**src/rtl/lcdptr_pkg.sv**
```systemverilog
// Shared definitions for the display memory write pointer.
// Assumes nothing beyond the standard geometry defaults below.
package lcdptr_pkg;
    localparam int DEF_COLS  = 84;
    localparam int DEF_BANKS = 6;
    localparam int DEF_DW    = 8;

    // Scan order: which coordinate moves first after a stored byte.
    typedef enum logic {
        SCAN_ROW = 1'b0,
        SCAN_COL = 1'b1
    } scan_e;
endpackage

```
**src/rtl/dram_ptr.sv**
```systemverilog
// Two-dimensional write pointer. It holds the column and bank coordinates
// and the scan order. It applies direct loads and rejects out-of-range
// values. It advances after each stored byte, with wrap at COLS-1 and BANKS-1.
// Assumes the caller asserts adv only when a byte is really stored.
module dram_ptr
    import lcdptr_pkg::*;
#(
    parameter int COLS  = DEF_COLS,
    parameter int BANKS = DEF_BANKS,
    parameter int XW    = 7,
    parameter int YW    = 3
) (
    input  logic          clk,
    input  logic          rst_n,
    input  logic          ldx,
    input  logic [XW-1:0] ldx_val,
    input  logic          ldy,
    input  logic [YW-1:0] ldy_val,
    input  logic          mode_ld,
    input  logic          mode_val,
    input  logic          adv,
    output logic [XW-1:0] x_q,
    output logic [YW-1:0] y_q,
    output scan_e         scan_q,
    output logic          reject_q
);
    localparam logic [XW-1:0] XMAX = XW'(COLS - 1);
    localparam logic [YW-1:0] YMAX = YW'(BANKS - 1);

    logic [XW-1:0] x_n;
    logic [YW-1:0] y_n;
    logic          x_bad;
    logic          y_bad;

    // Range check of the requested loads.
    always_comb begin
        x_bad = ldx && (ldx_val > XMAX);
        y_bad = ldy && (ldy_val > YMAX);
    end

    // Next pointer: loads first, otherwise advance in the current order.
    always_comb begin
        x_n = x_q;
        y_n = y_q;
        if (ldx || ldy) begin
            if (ldx && !x_bad) x_n = ldx_val;
            if (ldy && !y_bad) y_n = ldy_val;
        end else if (adv) begin
            if (scan_q == SCAN_ROW) begin
                if (x_q == XMAX) begin
                    x_n = '0;
                    y_n = (y_q == YMAX) ? '0 : y_q + YW'(1);
                end else begin
                    x_n = x_q + XW'(1);
                end
            end else begin
                if (y_q == YMAX) begin
                    y_n = '0;
                    x_n = (x_q == XMAX) ? '0 : x_q + XW'(1);
                end else begin
                    y_n = y_q + YW'(1);
                end
            end
        end
    end

    // Pointer registers.
    always_ff @(posedge clk) begin
        if (!rst_n) begin
            x_q <= '0;
            y_q <= '0;
        end else begin
            x_q <= x_n;
            y_q <= y_n;
        end
    end

    // Scan-order register.
    always_ff @(posedge clk) begin
        if (!rst_n)       scan_q <= SCAN_ROW;
        else if (mode_ld) scan_q <= scan_e'(mode_val);
    end

    // One-cycle flag for an ignored out-of-range load.
    always_ff @(posedge clk) begin
        if (!rst_n) reject_q <= 1'b0;
        else        reject_q <= x_bad || y_bad;
    end
endmodule

```
**src/rtl/dram_wport.sv**
```systemverilog
// Write-port former. It converts the coordinate pair into a linear byte
// address (bank*COLS + column) and gates the write enable against
// coordinate loads. Assumes the coordinates are already in range.
module dram_wport #(
    parameter int COLS = 84,
    parameter int XW   = 7,
    parameter int YW   = 3,
    parameter int AW   = 9,
    parameter int DW   = 8
) (
    input  logic [XW-1:0] x,
    input  logic [YW-1:0] y,
    input  logic          any_load,
    input  logic          byte_valid,
    input  logic [DW-1:0] byte_in,
    output logic          we,
    output logic [AW-1:0] addr,
    output logic [DW-1:0] wdata
);
    // Linear address and load-priority write gating.
    always_comb begin
        addr  = AW'(y) * AW'(COLS) + AW'(x);
        we    = byte_valid && !any_load;
        wdata = byte_in;
    end
endmodule

```
**src/rtl/frame_mem.sv**
```systemverilog
// Byte-wide frame memory with one synchronous write port and a pixel read
// port. A pixel (row, col) is bit row%DW of byte (row/DW)*COLS + col.
// The read takes one cycle. Coordinates outside the frame read as 0.
// Assumes no read of the location being written in the same cycle.
module frame_mem #(
    parameter int COLS  = 84,
    parameter int BANKS = 6,
    parameter int DW    = 8,
    parameter int AW    = 9,
    parameter int XW    = 7,
    parameter int RW    = 6
) (
    input  logic          clk,
    input  logic          rst_n,
    input  logic          we,
    input  logic [AW-1:0] waddr,
    input  logic [DW-1:0] wdata,
    input  logic [RW-1:0] row,
    input  logic [XW-1:0] col,
    output logic          pix
);
    localparam int DEPTH = COLS * BANKS;
    localparam int ROWS  = BANKS * DW;
    localparam int BW    = $clog2(DW);

    logic [DW-1:0] mem [DEPTH];
    logic [AW-1:0] raddr;
    logic          rvalid;
    logic [DW-1:0] rbyte_q;
    logic [BW-1:0] rbit_q;
    logic          rvalid_q;

    // Read address from pixel coordinates.
    always_comb begin
        raddr  = AW'(row >> BW) * AW'(COLS) + AW'(col);
        rvalid = (32'(row) < ROWS) && (32'(col) < COLS);
    end

    // Byte write.
    always_ff @(posedge clk) begin
        if (we && (32'(waddr) < DEPTH)) mem[waddr] <= wdata;
    end

    // Registered byte read.
    always_ff @(posedge clk) begin
        rbyte_q <= rvalid ? mem[raddr] : '0;
    end

    // Registered bit select and validity.
    always_ff @(posedge clk) begin
        if (!rst_n) begin
            rbit_q   <= '0;
            rvalid_q <= 1'b0;
        end else begin
            rbit_q   <= row[BW-1:0];
            rvalid_q <= rvalid;
        end
    end

    // Pixel output.
    always_comb pix = rvalid_q && rbyte_q[rbit_q];
endmodule

```
**src/rtl/dram_addr_gen.sv**
```systemverilog
// Top level: display memory write pointer, write-port former and frame
// memory. Coordinate loads take priority over a display byte in the same
// cycle. Assumes the load and byte inputs are synchronous to clk.
module dram_addr_gen
    import lcdptr_pkg::*;
#(
    parameter int COLS  = DEF_COLS,
    parameter int BANKS = DEF_BANKS,
    parameter int DW    = DEF_DW,
    parameter int XW    = $clog2(COLS),
    parameter int YW    = $clog2(BANKS),
    parameter int AW    = $clog2(COLS * BANKS),
    parameter int RW    = $clog2(BANKS * DW)
) (
    input  logic          clk,
    input  logic          rst_n,
    input  logic          col_load,
    input  logic [XW-1:0] col_load_val,
    input  logic          bank_load,
    input  logic [YW-1:0] bank_load_val,
    input  logic          mode_load,
    input  logic          mode_vertical,
    input  logic          byte_valid,
    input  logic [DW-1:0] byte_in,
    input  logic [RW-1:0] pix_row,
    input  logic [XW-1:0] pix_col,
    output logic [XW-1:0] col_ptr,
    output logic [YW-1:0] bank_ptr,
    output logic          vert_mode,
    output logic          wr_en,
    output logic [AW-1:0] wr_addr,
    output logic [DW-1:0] wr_data,
    output logic          load_reject,
    output logic          pix_on
);
    scan_e scan_q;
    logic  any_load;

    // Load presence, shared by pointer and write gating.
    always_comb any_load = col_load || bank_load;

    dram_ptr #(.COLS(COLS), .BANKS(BANKS), .XW(XW), .YW(YW)) u_ptr (
        .clk      (clk),
        .rst_n    (rst_n),
        .ldx      (col_load),
        .ldx_val  (col_load_val),
        .ldy      (bank_load),
        .ldy_val  (bank_load_val),
        .mode_ld  (mode_load),
        .mode_val (mode_vertical),
        .adv      (wr_en),
        .x_q      (col_ptr),
        .y_q      (bank_ptr),
        .scan_q   (scan_q),
        .reject_q (load_reject)
    );

    dram_wport #(.COLS(COLS), .XW(XW), .YW(YW), .AW(AW), .DW(DW)) u_wport (
        .x          (col_ptr),
        .y          (bank_ptr),
        .any_load   (any_load),
        .byte_valid (byte_valid),
        .byte_in    (byte_in),
        .we         (wr_en),
        .addr       (wr_addr),
        .wdata      (wr_data)
    );

    frame_mem #(.COLS(COLS), .BANKS(BANKS), .DW(DW), .AW(AW), .XW(XW), .RW(RW)) u_mem (
        .clk   (clk),
        .rst_n (rst_n),
        .we    (wr_en),
        .waddr (wr_addr),
        .wdata (wr_data),
        .row   (pix_row),
        .col   (pix_col),
        .pix   (pix_on)
    );

    // Scan order made visible.
    always_comb vert_mode = (scan_q == SCAN_COL);
endmodule

```
**config.mk**
```make
export PLATFORM = sky130hd
export DESIGN_NAME = dram_addr_gen
export DESIGN_NICKNAME = d
export VERILOG_FILES = /design/src/rtl/lcdptr_pkg.sv /design/src/rtl/dram_ptr.sv /design/src/rtl/dram_wport.sv /design/src/rtl/frame_mem.sv /design/src/rtl/dram_addr_gen.sv
export SDC_FILE = /design/constraint.sdc
export NUM_CORES = 2
export LEC_CHECK = 0
export ABC_AREA = 0
export BUFFER_PORTS_ARGS = -buffer_cell sky130_fd_sc_hd__buf_2
export CAP_MARGIN = 30
export CELL_PAD_IN_SITES_DETAIL_PLACEMENT = 0
export CELL_PAD_IN_SITES_GLOBAL_PLACEMENT = 1
export CORE_MARGIN = 8
export CORE_UTILIZATION = 50
export CTS_CLUSTER_SIZE = 8
export DETAILED_ROUTE_END_ITERATION = 6
export PLACE_DENSITY_LB_ADDON = 0.1
export REMOVE_ABC_BUFFERS = 1
export SLEW_MARGIN = 20
export SYNTH_ARGS = -nofsm -noshare
export SYNTH_HDL_FRONTEND = slang
export SYNTH_SLANG_ARGS = --single-unit
export TNS_END_PERCENT = 10
```
**constraint.sdc**
```tcl
create_clock -name clk -period 3.9 [get_ports clk]
set_input_delay 0.585 -clock clk [delete_from_list [all_inputs] [get_ports clk]]
set_output_delay 0.585 -clock clk [all_outputs]
set_load 0.02 [all_outputs]
```
Word level (Yosys, flattened, before mapping)
Memory sizes are Yosys's and may differ from the RTL's. A register that Yosys moved wholly into a read port is not among the register bits.
Cells that the tools add are included.
{ "word_totals": {"elab_cells": 58, "register_bits": 16, "mem_count": 1, "input_bits": 38, "output_inout_bits": 31, "mem_bits_rw": 4032} }
{ "classes": {"muxes": 16, "n_reduce_logical": 18, "multipliers": 2, "magnitude_cmp": 6, "n_addsub": 4, "n_eq_ne": 5} }
{ "memory_table": {"columns": ["name", "words", "word_bits", "read_ports", "rd_ports_with_merged_regs", "write_ports", "line", "source"], "rows": [
  ["u_mem.mem", 504, 8, 1, 1, 1, "frame_mem.sv:26", "logic [DW-1:0] mem [DEPTH];"]
]} }
{ "op_table": {"columns": ["operator", "count"], "rows": [
  ["$mux 7", 6],
  ["$add 9x7->9", 2],
  ["$mux 3", 6],
  ["$mul 3x5->7 const B", 2],
  ["$lt 9x9->1 const B", 1],
  ["$logic_and 1x1->1", 8],
  ["$add 7x1->7 const B", 1],
  ["$eq 7x7->1 const B", 1],
  ["$gt 7x7->1 const B", 1],
  ["$lt 7x7->1 const B", 1],
  ["$lt 6x6->1 const B", 1],
  ["$reduce_and 3->1", 2],
  ["$logic_not 1->1", 4],
  ["$lt 3x4->1 const B", 1],
  ["$ne 2x2->1 const B", 2],
  ["$add 3x1->3 const B", 1],
  ["$bmux 1 s3", 1],
  ["$eq 3x3->1 const B", 1],
  ["$gt 3x3->1 const B", 1],
  ["$mux 1", 3],
  ["$ne 3x2->1 const B", 1],
  ["$reduce_bool 3->1", 1],
  ["$logic_or 1x1->1", 2],
  ["$reduce_bool 2->1", 1]
]} }

Logic depth before layout (Yosys ltp)
{ "logic_depth": {"ltp_word": 6, "depth_mapped": 15, "ltp_nobuf": 12} }

Hierarchy
Synthesis repeated with hierarchy kept, for this count alone.
{ "hier_totals": {"cells_unflattened": 7009, "area_unflattened_um2": 158137.9} }
{ "modules_own_cells": {"columns": ["module", "n_inst", "cells_each", "seq_area_each_um2", "area_each_um2"], "rows": [
  ["frame_mem", 1, 6865, 121316.4, 156905.5],
  ["dram_ptr", 1, 100, 240.2, 874.6],
  ["dram_wport", 1, 43, 0.0, 351.6],
  ["dram_addr_gen", 1, 1, 0.0, 6.3]
]} }

Worst setup path before layout
No wires, ideal clock.
{ "synth_timing": {"kind": "register -> register", "start": "reg u_ptr.y_q[0]", "end": "mem u_mem.mem[368][0], enable pin", "n_path_buf": 1, "setup_ps": 370, "required_time_ps": 3530, "synth_period_minus_slack_ps": 3815, "path_stages_with_launch": 13, "path_slack_ps": 85, "arrival_time_ps": 3445, "cell_sequence": "dfxtp_1 ha_1 ha_1 ha_1 ha_1 a21boi_0 o21ai_0 xor2_1 nor3_1 a211oi_2 nand2_1 clkbuf_1 nor2_1"} }
{ "synth_via": {"elab_chain_len": 6} }
{ "synth_lines": {"columns": ["element", "line", "source"], "rows": [
  ["start: declaration", "dram_ptr.sv:23", "output logic [YW-1:0] y_q,"],
  ["start signal: assignment", "dram_ptr.sv:74", "y_q <= y_n;"],
  ["$mul 3x5->7 (*)", "dram_wport.sv:22", "addr = AW'(y) * AW'(COLS) + AW'(x);"],
  ["$add 9x7->9 (*)", "dram_wport.sv:22", null],
  ["$lt 9x9->1", "frame_mem.sv:41", "if (we && (32'(waddr) < DEPTH)) mem[waddr] <= wdata;"],
  ["$logic_and 1x1->1", "frame_mem.sv:41", null],
  ["$mux 1", "frame_mem.sv:41", null],
  ["$mux 1 (implied by the code)", "frame_mem.sv:41", null],
  ["end: declaration", "frame_mem.sv:26", null]
]} }
Mark *: on every way between the ends. The rest lies on a longest branch, timed or not.

Worst setup path in the final report
{ "layout_timing": {"start": "reg u_ptr.y_q[0]", "end": "out wr_addr[7]"} }
{ "layout_via": {"elab_chain_len": 2} }
{ "layout_lines": {"columns": ["element", "line", "source"], "rows": [
  ["$mul 3x5->7", "dram_wport.sv:22", null],
  ["$add 9x7->9", "dram_wport.sv:22", null],
  ["end: declaration", "dram_addr_gen.sv:31", "output logic [AW-1:0] wr_addr,"]
]} }
No other way between the ends.

==> impl_metrics.json <==
{
  "nFillCells": 22393,
  "gp_congestion": 0.874,
  "drt_iter0_markers": 9091,
  "synthArstFlopShare": 0,
  "min_to": "u_mem.mem[446][5]$_DFFE_PP_",
  "synth.distinct_cells": 70,
  "pin_count": 69,
  "final_area_um2": 190000,
  "synthTopCellsByCount": "edfxtp_1, mux4_2, nor2_1, nand2_1, clkbuf_1",
  "required_ns": 3.31,
  "crit_path_frequent_cell": "ha_4",
  "path_max_fanout": 2,
  "initial_core_util": 0.501,
  "coreArea_um2": 314000,
  "core.rowCount": 206,
  "hold_viol": 0,
  "regArea_um2": 122000,
  "wl_per_cell_um": 33.5,
  "cts_max_path_buffers": 4,
  "clk_pin_slew_ns": 0.05,
  "antenna_left": 0,
  "netlist_area_um2": 158000,
  "power_frac_comb": 0.092,
  "hold_slack_ns": 0.0631,
  "cts_inserted_buffers": 578,
  "overflow": 0,
  "cts.sinks": 4056,
  "die_h_um": 578,
  "worst_pin_slew_ns": 1.05,
  "r2r-start": "u_ptr.y_q[0]$_SDFFE_PN0P_",
  "worst_path_largest_cell_delay_ns": 0.33,
  "yosys_warnings": 0,
  "vias_per_cell": 6.14,
  "synth_edf_count": 4032,
  "fmax_mhz": 265,
  "hold_class": "in2reg",
  "outcome": "finished, final reports clean",
  "drive_gt1_frac": 0.369,
  "cts-root-buf": "clkbuf_16",
  "clk_latency_ns": 1.01,
  "grt_pass1_wl_um": 623000,
  "clockPowerShare": 0.434,
  "place_area_um2": 174000,
  "seqPwrFrac": 0.474,
  "peakVddDrop_mv": 0.437,
  "multiInputGateArea_um2": 34100,
  "final_nets": 8913,
  "ys_seq_area_frac": 0.771,
  "cap_violations": 0,
  "cts_tree": "built",
  "rsz0062_at_grt": "no",
  "rrSetupSlack_ns": 0.19,
  "drcViolationCount": 0,
  "netlist_instances": 7208,
  "area_growth_pct": 20.3,
  "swShare": 0.228,
  "drt_pass1_iterations": 7,
  "timing.rr.end": "u_mem.mem[454][3]$_DFFE_PP_",
  "post-route-min-period_ns": 3.77,
  "totalWireLength_um": 439000,
  "path_buf_inv": 4,
  "htree_num_levels": 6,
  "hpwl_um": 287000,
  "period_share": 0.967,
  "clock_skew_ns": 0.0422,
  "p_switching_uw": 23200,
  "yosysTopAreaCellShare": 0.768,
  "synth_seq_cells": 4056,
  "cp.arrival_ns": 3.19,
  "slew_headroom": 0.297,
  "antenna_found_initial": 18,
  "synth-main-ff-cell": "edfxtp_1",
  "die-width_um": 578,
  "hp-start": "byte_in[5]",
  "port_buffers": 68,
  "dieArea_um2": 334000,
  "vias": 80638,
  "cellPowerDensity_nw_per_um2": 536,
  "grt_pass1_vias": 83108,
  "grt_usage": 0.262,
  "crit_type": "reg2out",
  "p_int_uw": 78400,
  "reg2reg_depth": 14,
  "yosys.cell_count.top_type": "edfxtp_1",
  "slew_violations": 0,
  "hold_depth": 1,
  "grt_max_degree": 157,
  "p_leak_uw": 0.0624,
  "setup_viol": 0,
  "critPathTopFamily": "adder cells",
  "worstSetupEndpointType": "primary output",
  "yosys-top-cells-area": "edfxtp_1, mux4_2, nor2_1",
  "cp_slowest_cell": "dfxtp_2",
  "crit_chain": "ha_4 > ha_4 > ha_4 > ha_4 > a21oi_1 > o21ai_1 > xnor2_1 > buf_4 > inv_2 > buf_6 > buf_4",
  "cp-start-kind": "flip-flop",
  "syn_avg_cell_area_um2": 21.9,
  "synth.largest_area_cell": "edfxtp_1"
}
==> final cells by class <==
cell class,instances,area share
well taps,4160,0.0274
clock inverters,44,0.00342
repair buffers,1486,0.0692
multi-input cells,2716,0.180
flip-flops and latches,4056,0.641
inverters,13,0.000257
clock buffers,640,0.0785
diodes,8,0.000106
==> worst register-to-register path, cell delays in order (launching register included) <==
cell and delay [ns]:
dfxtp_2 0.33, ha_4 0.16, ha_4 0.16, ha_4 0.29
ha_4 0.20, a21oi_1 0.14, o21ai_1 0.09, xnor2_1 0.16
buf_4 0.14, nor3_1 0.44, buf_4 0.31, nand2_1 0.22
buf_4 0.26, nor2_1 0.31, buf_4 0.22
==> worst max-delay path by stage <==
| stage | start | end | slack (ns) | cells past startpoint |
|---|---|---|---|---|
| 6_report | u_ptr.y_q[0]$_SDFFE_PN0P_ | wr_addr[7] | 0.13 | 11 |
| 3_5_place_dp | pix_row[3] | u_mem.rbyte_q[0]$_SDFF_PN0_ | -0.58 | 13 |
| 4_1_cts | u_ptr.y_q[0]$_SDFFE_PN0P_ | wr_addr[8] | -0.005 | 11 |
| 2_1_floorplan | pix_row[3] | u_mem.rbyte_q[5]$_SDFF_PN0_ | -9.92 | 10 |
| 5_1_grt | u_ptr.x_q[3]$_SDFFE_PN0P_ | u_mem.mem[460][0]$_DFFE_PP_ | 0.001 | 12 |
| 3_3_place_gp | pix_row[3] | u_mem.rbyte_q[3]$_SDFF_PN0_ | -1.05 | 13 |
==> registers in the layout (all words and copies together) (netlist names) <==
register,flops
u_ptr.reject_q,1
u_ptr.x_q,7
u_mem.rbit_q,3
u_ptr.scan_q,1
u_mem.rbyte_q,8
u_mem.rvalid_q,1
u_ptr.y_q,3
u_mem.mem,4032
==> what timing repair did <==
item	4_1_cts	5_1_grt
hold buffers	21	0
pin swaps	4	2
gates resized for setup	20	3
endpoints found under the setup margin	3	1
setup buffers	3	0
endpoints found under the hold margin	35	0
==> metrics by stage <==
| step | setup WS, ns | utilization | TNS (ns) | total power [uW] | std cells |
|---|---|---|---|---|---|
| after floorplan | -9.92 | - | -77.15 | 52700 | 6785 |
| after global placement | -1.05 | 0.552 | -5.21 | 58200 | 12403 |
| after detailed placement | -0.579 | 0.552 | -3.66 | 58200 | 12407 |
| after CTS | -0.00486 | 0.603 | -0.00486 | 102000 | 13115 |
| after global routing | 0.00130 | 0.603 | 0 | 104000 | 13118 |
| final | 0.128 | 0.603 | 0 | 102000 | 13123 |
==> power by group through the flow <==
stage	clock network [uW]	logic [uW]	registers, uW
floorplan	0	3780	49000
global placement	0	9210	49000
detailed placement	0	9280	49000
CTS	44800	9350	48100
global route	46500	9670	48100
finish	44100	9320	48200
==> cell families after synthesis <==
group / after synthesis / synth area share
compound gates: 336 / 0.0144
xor+xnor: 13 / 0.000770
fa+ha+maj: 24 / 0.00200
buf+inv: 436 / 0.0149
flops: 4056 / 0.771
mux: 1222 / 0.168
simple gates: 1121 / 0.0292
==> routing by layer <==
metal	part of all wire	up-vias	GRT usage
met5	0	-	0
met4	0.031	0	0.0790
met3	0.075	619	0.0471
met2	0.48	3304	0.420
met1	0.41	43425	0.373
li1	-	33290	-
==> placed cells by master, fill, tap and decap left out, types with 33 or more instances in the layout <==
cell type / n
nor2_1: 565
clkbuf_16: 587
clkbuf_1: 53
a31oi_1: 33
buf_4: 1239
edfxtp_1: 4032
buf_12: 157
a21oi_1: 68
nand3_1: 65
nand2_1: 341
o22ai_1: 62
buf_2: 55
mux4_2: 1138
mux2i_1: 80
(Power assumes the default switching activity.)
